===== config.mk =====
export PLATFORM = sky130hd
export DESIGN_NAME = host_irq_ctrl
export DESIGN_NICKNAME = d
export VERILOG_FILES = /design/src/rtl/host_irq_ctrl.sv
export SDC_FILE = /design/constraint.sdc
export NUM_CORES = 1
export LEC_CHECK = 0
export BUFFER_PORTS_ARGS = -buffer_cell sky130_fd_sc_hd__buf_4
export CAP_MARGIN = 20
export CELL_PAD_IN_SITES_DETAIL_PLACEMENT = 2
export CELL_PAD_IN_SITES_GLOBAL_PLACEMENT = 2
export CORE_UTILIZATION = 24
export DETAILED_ROUTE_END_ITERATION = 8
export HOLD_SLACK_MARGIN = 0.06
export MAX_ROUTING_LAYER = met4
export PLACE_DENSITY = 0.8
export SKIP_LAST_GASP = 1
export SYNTH_ARGS = -nofsm -noshare
export SYNTH_HDL_FRONTEND = slang
export SYNTH_SLANG_ARGS = --single-unit
export TNS_END_PERCENT = 30

===== constraint.sdc =====
create_clock -name clk -period 1.7 [get_ports clk]
set_clock_uncertainty 0.1 [all_clocks]
set_input_delay 0 -clock clk [delete_from_list [all_inputs] [get_ports clk]]
set_output_delay 0 -clock clk [all_outputs]
set_load 0.03 [all_outputs]

===== src/rtl/host_irq_ctrl.sv =====
module host_irq_ctrl #(
  parameter int ADDR_W   = 12,
  parameter int DATA_W   = 32,
  parameter int SRC_N    = 22,
  parameter int SETCLR_W = 16,
  parameter logic [SRC_N-1:0]  SRC_VALID = 22'h0347FF,
  parameter logic [SRC_N-1:0]  MASK_RST  = 22'h000001,
  parameter logic [ADDR_W-1:0] OFS_MASK  = 12'h4DC,
  parameter logic [ADDR_W-1:0] OFS_MSET  = 12'h4E0,
  parameter logic [ADDR_W-1:0] OFS_MCLR  = 12'h4E4,
  parameter logic [ADDR_W-1:0] OFS_STAT  = 12'h4E8,
  parameter logic [ADDR_W-1:0] OFS_ACK   = 12'h4EC
) (
  input  logic              clk,
  input  logic              rst_n,
  input  logic [SRC_N-1:0]  src_pulse,
  input  logic [ADDR_W-1:0] bus_addr,
  input  logic              bus_write,
  input  logic [DATA_W-1:0] bus_wdata,
  input  logic              bus_read,
  output logic [DATA_W-1:0] bus_rdata,
  output logic              host_irq
);
  localparam logic [SRC_N-1:0] SC_VALID =
    SRC_VALID & SRC_N'((64'd1 << SETCLR_W) - 64'd1);

  logic [SRC_N-1:0] mask_q, pend_q, wsrc, set_bits, clr_bits, ack_bits;
  logic             wr_mask;
  logic             unused_hi;

  assign wsrc      = bus_wdata[SRC_N-1:0];
  assign unused_hi = ^bus_wdata[DATA_W-1:SRC_N];
  assign wr_mask   = bus_write && (bus_addr == OFS_MASK);
  assign set_bits  = (bus_write && bus_addr == OFS_MSET) ? (wsrc & SC_VALID) : '0;
  assign clr_bits  = (bus_write && bus_addr == OFS_MCLR) ? (wsrc & SC_VALID) : '0;
  assign ack_bits  = (bus_write && bus_addr == OFS_ACK)  ? wsrc : '0;

  always_ff @(posedge clk) begin
    if (!rst_n)       mask_q <= MASK_RST & SRC_VALID;
    else if (wr_mask) mask_q <= wsrc & SRC_VALID;
    else              mask_q <= (mask_q | set_bits) & ~clr_bits;
  end

  always_ff @(posedge clk) begin
    if (!rst_n) pend_q <= '0;
    else        pend_q <= (pend_q & ~ack_bits) | (src_pulse & SRC_VALID);
  end

  always_ff @(posedge clk) begin
    if (!rst_n) host_irq <= 1'b0;
    else        host_irq <= |(pend_q & ~mask_q);
  end

  always_ff @(posedge clk) begin
    if (!rst_n) bus_rdata <= '0;
    else if (bus_read) begin
      if (bus_addr == OFS_MASK)      bus_rdata <= DATA_W'(mask_q);
      else if (bus_addr == OFS_STAT) bus_rdata <= DATA_W'(pend_q);
      else                           bus_rdata <= '0;
    end
  end
endmodule



==> results.rst <==
.. list-table::
   :header-rows: 1

   * - Metric
     - Value
   * - Status
     - completed
   * - Final critical-path share of the clock period
     - 0.9113
   * - GRT Total Usage
     - 0.1777
   * - Leading post-synthesis cells by instance count
     - sky130_fd_sc_hd__dfxtp_1, sky130_fd_sc_hd__a21oi_1, sky130_fd_sc_hd__inv_1
   * - Leading cell types by total area after synthesis
     - sky130_fd_sc_hd__dfxtp_1, sky130_fd_sc_hd__a21oi_1, sky130_fd_sc_hd__a22oi_1
   * - Max_cap viols
     - 0
   * - Tightest Hold Check Type
     - input pin to flip-flop
   * - First-pass GRT wire length
     - approximately 15000 um
   * - Initial detailed-routing violation count
     - 84
   * - Number of DRC violations after detailed routing
     - 0
   * - Max clock buf depth
     - 2
   * - Final Net Count
     - around 490
   * - Worst-skew pair later-pin latency
     - ~0.36 ns
   * - Hold Crit Depth
     - 6
   * - DR WL/cell
     - roughly 17 um
   * - Hold Startpoint
     - bus_addr[0]
   * - Number of buffers added by the clock tree synthesis step
     - 9
   * - EDFF count, synth
     - 0
   * - Area share of the largest cell type after synthesis
     - 0.4512
   * - Synthesis-to-layout area growth
     - 51.00%
   * - Final HPWL from detailed placement
     - around 6400 um
   * - Core area
     - about 0.010 sq mm
   * - Total clock sinks
     - 59
   * - Highest net fanout along the worst path
     - 12
   * - TritonCTS clock tree
     - built
   * - Pwr/cell area
     - 806.1 mW/mm^2
   * - RD Place Congestion
     - around 0.73
   * - Crit Reg-Reg Endpoint
     - host_irq
   * - Yosys warns
     - 0
   * - Global route overflow
     - 0
   * - Final Hold Slack
     - between 0.09 and 0.1 ns
   * - ANT cells
     - 0
   * - Critical Path End Type
     - flip-flop
   * - Inst Count DP
     - 505
   * - CTS H-tree lvls
     - 3
   * - Tot Pwr
     - about 3.2 mW
   * - R2r setup slk
     - approximately 0.17 ns
   * - Total length of routed wires
     - around 9300 um
   * - Number of buffers and inverters on the critical path
     - 3
   * - CP cell instances
     - buf_4, or4b_4, buf_4, nor4_4, buf_4, nand3_1, a21oi_1
   * - Resized cells post-CTS
     - 0
   * - RSZ-0062 raised after global routing
     - false
   * - Final cell count without fillers
     - roughly 560
   * - Number of detailed-route iterations in the first pass
     - 4
   * - PortBufs
     - between 70 and 80
   * - Site row count
     - 37
   * - Avg Vias per Cell
     - around 4.8
   * - Sort of element at the start of the critical path
     - input pin
   * - Portion of the post-synthesis area used by sequential elements
     - 0.4512
   * - Met2 GRT Util
     - 0.2968
   * - Area of the die
     - 0.01133 sq mm
   * - Terminating pin of the worst hold path
     - mask_q[16]
   * - Critical path's slowest cell
     - sky130_fd_sc_hd__or4b_4
   * - Highest attainable clock frequency
     - roughly 650 MHz
   * - Family with the most delay on the worst path
     - simple AND/OR/NAND/NOR gates
   * - Mapped Area
     - roughly 0.0026 sq mm
   * - Crit-path max cell delay
     - between 0.5 and 0.6 ns
   * - Synth Instances
     - between 200 and 300
   * - Initial antenna violation count
     - 0
   * - Primary flip-flop cell chosen by synthesis mapping
     - sky130_fd_sc_hd__dfxtp_1
   * - Pin count of the biggest net entering global routing
     - 45
   * - Clock edge transition at the registers on the reported setup and hold paths
     - 0.07 ns
   * - Critical path's most frequent cell
     - sky130_fd_sc_hd__buf_4
   * - Mean area per synthesized cell
     - around 8.8 sq um
   * - Met3 Resource Use GR
     - 0.03066
   * - Total I/O pin count
     - slightly above 100
   * - Most used routing layer in global routing
     - met2
   * - Antenna Violating Nets Remaining
     - 0
   * - Share of final-layout standard cells stronger than drive strength 1
     - 0.2719
   * - Async set-reset flop share out of synthesis
     - 0
   * - DIE WIDTH
     - ~110 um
   * - Die height
     - approximately 110 um
   * - Most area-hungry cell type in the Yosys netlist
     - sky130_fd_sc_hd__dfxtp_1
   * - Total setup violations reported at the end of the flow
     - 0
   * - GR met1 Demand/Resource
     - 0.2072
   * - Most frequently used cell type in the post-synthesis netlist
     - sky130_fd_sc_hd__dfxtp_1
   * - Crit path time final
     - between 1.5 and 2 ns
   * - FF+latch count, synth
     - between 50 and 60
   * - Startpoint of the lowest-slack register-to-register path
     - pend_q[12]
   * - Root Driver
     - sky130_fd_sc_hd__clkbuf_8
   * - Standby leakage power
     - approximately 1.6 nW
   * - Required @ worst endpoint
     - between 1.5 and 2 ns
   * - Hold violation total from the final report
     - 0
   * - Count of cell types in the netlist
     - 36
   * - Maximum VDD drop
     - 0.2871 mV
   * - Starting density of the core
     - 0.2502
   * - Startpoint of the worst setup timing path
     - bus_addr[1]
   * - Pins over their slew limit
     - 0
   * - Crit path arrival time
     - approximately 1.7 ns
   * - Number of global-route vias before repair
     - 2748
   * - Register-to-Register Path Depth
     - 5
   * - Type of the worst setup path
     - input pin to flip-flop
   * - DR vias
     - 2669
-- power by group --
part | switching, mW | total [mW] | leakage [nW] | internal, mW
Sequential | 0.0255 | 1.45 | 0.483 | 1.42
Combinational | 0.221 | 0.440 | 1.03 | 0.219
Clock | 0.579 | 1.30 | 0.0947 | 0.718
-- worst min-delay path: stages --
cell,delay (ns)
sky130_fd_sc_hd__buf_4,0.09
sky130_fd_sc_hd__or2_2,0.09
sky130_fd_sc_hd__nor4_1,0.05
sky130_fd_sc_hd__buf_4,0.16
sky130_fd_sc_hd__nand2_1,0.07
sky130_fd_sc_hd__a21oi_1,0.05
-- layer usage --
layer  vias up  share of wire
li1       1296              -
met2        69           0.50
met1      1292           0.44
met5         -              0
met4         0          0.018
met3        12          0.037
-- cells by family (layout without fill, tap and decap cells) --
| kind of cell | Yosys count | count (layout) | share of synthesized area |
|---|---|---|---|
| other | 1 | 10 | 0.001433 |
| AOI/OAI and AO/OA | 131 | 131 | 0.3131 |
| and+or+nand+nor | 50 | 50 | 0.1305 |
| buffers and inverters | 58 | 173 | 0.1037 |
| DFF | 59 | 59 | 0.4512 |
-- timing repair --
item                                    in CTS  in global routing
hold endpoints to repair                    58                  0
hold buffers                                38                  0
endpoints found under the setup margin       0                  0
buffers inserted                             0                  0
-- sequential cells by signal, summed over array words and instances, names as in the netlist --
name	cells
bus_rdata	22
pend_q	22
mask_q	14
host_irq	1
-- final cells by class --
| class | instances | area, sq um |
|---|---|---|
| clock inverter | 2 | 35.03 |
| sequential | 59 | 1181 |
| timing repair buffer | 129 | 1101 |
| fill | 1199 | 6510 |
| clock buffer | 14 | 152.6 |
| tap | 136 | 170.2 |
| multi-input combinational | 191 | 1207 |
| inverter | 28 | 105.1 |
-- worst max path at each step --
stage / endpoint / cells past startpoint
global route: bus_rdata[12] / 7
finish: bus_rdata[12] / 7
detailed placement: mask_q[7] / 7
floorplan: mask_q[2] / 5
CTS: mask_q[7] / 7
global placement: mask_q[9] / 6
-- cell usage in the layout, fill, tap and decap left out, types with 10 or more instances in the layout --
cell type                       count
sky130_fd_sc_hd__conb_1            10
sky130_fd_sc_hd__dfxtp_1           59
sky130_fd_sc_hd__o21a_1            14
sky130_fd_sc_hd__a22oi_1           14
sky130_fd_sc_hd__nand2_1           14
sky130_fd_sc_hd__nand2b_1          10
sky130_fd_sc_hd__inv_1             28
sky130_fd_sc_hd__o21ai_0           16
sky130_fd_sc_hd__dlygate4sd3_1     38
sky130_fd_sc_hd__buf_4             88
sky130_fd_sc_hd__a21oi_1           52
sky130_fd_sc_hd__o22ai_1           12
sky130_fd_sc_hd__clkbuf_8          10
-- stage by stage --
stage / worst slack, ns / utilization / instance area, sq um / TNS [ns]
2_1_floorplan: 0.002046 / - / 2651 / 0
3_3_place_gp: -0.09451 / 0.3235 / 3385 / -2.920
3_5_place_dp: -0.2396 / 0.3235 / 3385 / -5.927
4_1_cts: 0.1407 / 0.3778 / 3953 / 0
5_1_grt: 0.05648 / 0.3778 / 3953 / 0
6_report: 0.1507 / 0.3778 / 3953 / 0
(Power assumes the default switching activity.)
